--- config.mk ---
export PLATFORM = sky130hd
export DESIGN_NAME = hilo_weighted_arb
export DESIGN_NICKNAME = d
export VERILOG_FILES = /design/src/rtl/wq_arb_pkg.sv /design/src/rtl/wq_weight_decode.sv /design/src/rtl/wq_pick.sv /design/src/rtl/wq_round_cnt.sv /design/src/rtl/hilo_weighted_arb.sv
export SDC_FILE = /design/constraint.sdc
export NUM_CORES = 1
export LEC_CHECK = 0
export BUFFER_PORTS_ARGS = -buffer_cell sky130_fd_sc_hd__buf_2
export CORE_AREA = 2 2 39 41
export DETAILED_ROUTE_END_ITERATION = 8
export DIE_AREA = 0 0 41 43
export PLACE_DENSITY = 0.6
export SYNTH_ARGS = -nofsm -noshare
export SYNTH_HDL_FRONTEND = slang
export SYNTH_SLANG_ARGS = --single-unit
--- constraint.sdc ---
create_clock -name clk -period 6.26 [get_ports clk]
set_input_delay 0.626 -clock clk [delete_from_list [all_inputs] [get_ports clk]]
set_output_delay 0.626 -clock clk [all_outputs]
set_load 0.1 [all_outputs]
--- src/rtl/wq_arb_pkg.sv ---
// Shared types for the weighted high/low packet arbiter.
package wq_arb_pkg;
    // Grant encoding: bit 0 high queue, bit 1 low queue.
    typedef enum logic [1:0] {
        GNT_NONE = 2'b00,
        GNT_HI   = 2'b01,
        GNT_LO   = 2'b10
    } gnt_e;
endpackage

--- src/rtl/wq_weight_decode.sv ---
// Maps the ratio code to a high-packet quota per round.
// Assumes: the all-ones code selects strict priority; code 0 gives a quota of 1,
// and any other code gives code*STEP.
module wq_weight_decode #(
    parameter int CODE_W = 3,
    parameter int STEP   = 2,
    parameter int CNT_W  = 4
) (
    input  logic [CODE_W-1:0] code,
    output logic [CNT_W-1:0]  quota,
    output logic              strict
);
    // Quota and strict-mode decode.
    always_comb begin
        strict = &code;
        if (code == '0)
            quota = CNT_W'(1);
        else
            quota = CNT_W'(code) * CNT_W'(STEP);
    end
endmodule

--- src/rtl/wq_pick.sv ---
// Combinational choice of the next queue and the next high count.
// Assumes: done_cnt already counts the packet that just finished; the quota is
// at least 1.
module wq_pick
    import wq_arb_pkg::*;
#(
    parameter int CNT_W = 4
) (
    input  logic             hi_avail,
    input  logic             lo_avail,
    input  logic             strict,
    input  logic [CNT_W-1:0] quota,
    input  logic [CNT_W-1:0] done_cnt,
    output gnt_e             nxt_gnt,
    output logic [CNT_W-1:0] nxt_cnt
);
    logic quota_met;

    // Quota reached test.
    assign quota_met = (done_cnt >= quota);

    // Priority selection and count update.
    always_comb begin
        nxt_gnt = GNT_NONE;
        nxt_cnt = '0;
        if (strict) begin
            if (hi_avail)      nxt_gnt = GNT_HI;
            else if (lo_avail) nxt_gnt = GNT_LO;
        end else if (quota_met && lo_avail) begin
            nxt_gnt = GNT_LO;
        end else if (hi_avail) begin
            nxt_gnt = GNT_HI;
            nxt_cnt = quota_met ? '0 : done_cnt;
        end else if (lo_avail) begin
            nxt_gnt = GNT_LO;
        end
    end
endmodule

--- src/rtl/wq_round_cnt.sv ---
// Holds the count of high packets served in the current round.
// Assumes: load_en pulses only at decision edges.
module wq_round_cnt #(
    parameter int CNT_W   = 4,
    parameter int MAX_CNT = 12
) (
    input  logic             clk,
    input  logic             rst_n,
    input  logic             load_en,
    input  logic [CNT_W-1:0] load_val,
    output logic [CNT_W-1:0] cnt
);
    // Count register with synchronous reset.
    always_ff @(posedge clk) begin
        if (!rst_n)       cnt <= '0;
        else if (load_en) cnt <= load_val;
    end


    cnt_range_chk: assert property (@(posedge clk) disable iff (!rst_n)
        cnt < CNT_W'(MAX_CNT));
endmodule

--- src/rtl/hilo_weighted_arb.sv ---
// Packet-level arbiter between a high and a low transmit queue.
// Assumes: pkt_done is a single-cycle strobe raised only while a grant is held,
// and the queue flags already reflect the finished packet in that cycle.
module hilo_weighted_arb
    import wq_arb_pkg::*;
#(
    parameter int CODE_W = 3,
    parameter int STEP   = 2
) (
    input  logic              clk,
    input  logic              rst_n,
    input  logic              hi_avail,
    input  logic              lo_avail,
    input  logic              pkt_done,
    input  logic [CODE_W-1:0] ratio_code,
    output logic [1:0]        grant
);
    localparam int MAX_QUOTA = STEP * ((1 << CODE_W) - 2);
    localparam int CNT_W     = $clog2(MAX_QUOTA + 1);

    gnt_e             grant_q;
    gnt_e             nxt_gnt;
    logic             decide;
    logic             strict;
    logic [CNT_W-1:0] quota;
    logic [CNT_W-1:0] cnt_q;
    logic [CNT_W-1:0] done_cnt;
    logic [CNT_W-1:0] nxt_cnt;

    // A decision is taken when idle or when the held packet finishes.
    assign decide = (grant_q == GNT_NONE) || pkt_done;

    // Count including the packet that just finished; a low packet ends a round.
    always_comb begin
        if (grant_q == GNT_HI && pkt_done) done_cnt = cnt_q + CNT_W'(1);
        else if (grant_q == GNT_LO)        done_cnt = '0;
        else                               done_cnt = cnt_q;
    end

    wq_weight_decode #(.CODE_W(CODE_W), .STEP(STEP), .CNT_W(CNT_W)) u_decode (
        .code   (ratio_code),
        .quota  (quota),
        .strict (strict)
    );

    wq_pick #(.CNT_W(CNT_W)) u_pick (
        .hi_avail (hi_avail),
        .lo_avail (lo_avail),
        .strict   (strict),
        .quota    (quota),
        .done_cnt (done_cnt),
        .nxt_gnt  (nxt_gnt),
        .nxt_cnt  (nxt_cnt)
    );

    wq_round_cnt #(.CNT_W(CNT_W), .MAX_CNT(MAX_QUOTA)) u_cnt (
        .clk      (clk),
        .rst_n    (rst_n),
        .load_en  (decide),
        .load_val (nxt_cnt),
        .cnt      (cnt_q)
    );

    // Grant register, updated only at decision edges.
    always_ff @(posedge clk) begin
        if (!rst_n)      grant_q <= GNT_NONE;
        else if (decide) grant_q <= nxt_gnt;
    end

    assign grant = grant_q;


    grant_onehot_chk: assert property (@(posedge clk) disable iff (!rst_n)
        $onehot0(grant));


    grant_hold_chk: assert property (@(posedge clk) disable iff (!rst_n)
        (grant_q != GNT_NONE && !pkt_done) |=> $stable(grant_q));


    idle_none_chk: assert property (@(posedge clk) disable iff (!rst_n)
        (decide && !hi_avail && !lo_avail) |=> (grant_q == GNT_NONE));


    strict_hi_chk: assert property (@(posedge clk) disable iff (!rst_n)
        (decide && (&ratio_code) && hi_avail) |=> (grant_q == GNT_HI));


    idle_hi_first_chk: assert property (@(posedge clk) disable iff (!rst_n)
        (grant_q == GNT_NONE && hi_avail) |=> (grant_q == GNT_HI));
endmodule

==> reports/metrics.cfg <==
[outcome]
outcome=complete, no violations

[setup_path]
path_cells=buf_2 -> nor3b_1 -> a21oi_1 -> a2bb2oi_1 -> ha_1 -> nand2b_4 -> a2111oi_4 -> o2111ai_2 -> nand2b_1 -> a21boi_2
rr_endpoint=u_cnt.cnt[3]$_SDFFE_PN0P_
critPathLaunchType=input port
critPathMaxStageDelay_ns=0.39
reg2reg_from=grant[1]$_SDFFE_PN0P_
cp-startpoint=pkt_done
crit_path_max_fanout=10
crit_type=input port to flip-flop
worst_path_max_delay_cell=a2111oi_4
worstRegToRegCells=9
endpoint_kind=flip-flop
cp_data_arrival_time_ns=2.60
crit_required_ns=6.43
r2r_slack_ns=3.87

[timing]
layout_setup_ws_ns=3.83
fin_crit_sh_pct=38.8
skew_ns=0.00125
drv_slew=0
setup_viol=0
fin_crit_ns=2.43
max_freq_ghz=0.411
final_hold_viol_count=0
relSlewSlack_pct=68.0
setup_tns_ns=0
grt_setup_unrepaired=false
worstMarginPinSlew_ns=0.484

[logic_synthesis]
async_flop_share_pct=0
yosys.area.top_type=dfxtp_1
yosysWarnings=0
yosysSeqAreaShare_pct=21.8
syn_area_sq_um=552
syn_area_per_cell_sq_um=7.66
synth_edf_count=0
synthFlopType=dfxtp_1
synth_top_area_share_pct=21.8
ys_seq_elements=6
synthCells=72
synth.most_common_cell=nand2_1
ys_types=28
synth.top_cells.by_area=dfxtp_1 (22%), ha_1 (11%), nand2_1 (8.2%)
syn-num-nets=85
yosys-top-cells-count=nand2_1 (12), o21ai_0 (7), dfxtp_1 (6), inv_1 (6), ha_1 (5)

[final_layout]
n_fill_cell=141
stdcell_area_sq_um=629
drive_gt1_share_pct=23.2
num-nets-final=97
seqCellArea_sq_um=120
fin_cells=98
insertedDiodeCount=0
syn2layout_area_growth_pct=14.1
multi_input_area_sq_um=399

[power]
total_power_uw=102
peakVddDrop_mv=0.164
leakage_uw=0.000274
cellPowerDensity_nw_per_um2=162

[grt]
grt_remaining_overflow=0
grt_pass1_vias=411
grt_pass1_wl_um=1710
antenna_found_initial=0
grt_max_degree=14
grtUsageTotal_pct=13.9

[clock_tree]
cts_setup_buffers=0
cts-root-buf=clkbuf_4
cts_resized=0
clockBufferDepth=2
htreeDepth=1
insertion_delay_ns=0.24
cts_tree=yes
hold_buffers=0
cts_buffers=3
clkSinkCount=6
clkTransAtPathRegs_ns=0.04

[worst_hold_path]
hp-class=flip-flop to flip-flop
hold_depth=2
hold_end=u_cnt.cnt[3]$_SDFFE_PN0P_
worstHoldStart=u_cnt.cnt[3]$_SDFFE_PN0P_

[die]
die_area_sq_um=1760
num_rows=14
io_pins=10
start_util_pct=39.9
fp.dieW_um=41
core_sq_um=1380
die_y_um=43

[place]
place_congestion=0.824
dp_hpwl_um=840
portBuffers=9
pre_cts_slack_ns=3.59
post_dp_cell_area_sq_um=607
place_inst=95

[route]
drtIter0Drc=8
viasPerCell=5.48
drc_errors=0
firstDrtPassIters=4
wl_um=1030
num_vias=537
ant_nets=0
detail_route.wl_per_cell_um=10.5

[run]
max_cap_viol_count=0

## layout make-up
class	count	area share [%]
Sequential cell	6	19.1
Multi-Input combinational cell	58	63.4
Clock buffer	3	3.58
Timing Repair Buffer	9	7.16
Inverter	6	3.58
Tap cell	16	3.18
## flip-flops by register name (all words and copies together), names as in the netlist
name and cells:
u_cnt.cnt 4, grant 2
## layout by cell type, fill, tap and decap left out, types with 2 or more instances in the layout
master     n
a21boi_2   2
a21oi_1    3
and2_1     2
buf_2      9
clkbuf_4   3
dfxtp_1    6
ha_1       5
inv_1      6
nand2_1   12
nand2b_1   3
nor2_1     4
nor3_1     3
o21ai_0    7
or2_2      2
## per-stage QoR
stage,utilization [%],hold WS (ns)
floorplan,-,0.462
global placement,43.9,0.476
detailed placement,43.9,0.484
CTS,45.5,0.490
global route,45.5,0.518
finish,45.5,0.487
## critical path: cells and delay by family
kind / cells / cell delay [ns]
simple gates: 3 / 0.50
buf+inv: 1 / 0.15
compound gates: 5 / 1.08
fa+ha+maj: 1 / 0.26
## cell families (layout without fill, tap and decap cells)
logic type / count (synthesis) / in the layout / share of synthesized area (%)
compound gates: 21 / 21 / 31.1
fa+ha+maj: 5 / 5 / 11.3
buf+inv: 8 / 18 / 5.90
flops: 6 / 6 / 21.8
simple gates: 32 / 32 / 29.9
## how the worst max path moves through the flow
stage / endpoint / slack, ns / cells past startpoint
3_5_place_dp: u_cnt.cnt[1]$_SDFFE_PN0P_ / 3.59 / 10
3_3_place_gp: u_cnt.cnt[1]$_SDFFE_PN0P_ / 3.61 / 10
4_1_cts: u_cnt.cnt[1]$_SDFFE_PN0P_ / 3.83 / 10
5_1_grt: u_cnt.cnt[1]$_SDFFE_PN0P_ / 3.63 / 9
6_report: u_cnt.cnt[3]$_SDFFE_PN0P_ / 3.83 / 10
2_1_floorplan: u_cnt.cnt[3]$_SDFFE_PN0P_ / 3.35 / 10
## layer usage
metal  global-route usage (%)  wire (um)  vias to the layer above
met5                        0          0                        -
li1                         -          -                      275
met1                     20.7        495                      240
met4                     6.00         23                        0
met3                        0         39                        4
met2                     20.3        472                       18
## power breakdown
part           total (uW)  internal, uW  switching, uW
Clock                33.5          21.5           11.9
Sequential           42.2          39.5           2.68
Combinational        26.1          9.68           16.4
No activity file was read; power rests on OpenSTA's default activity.
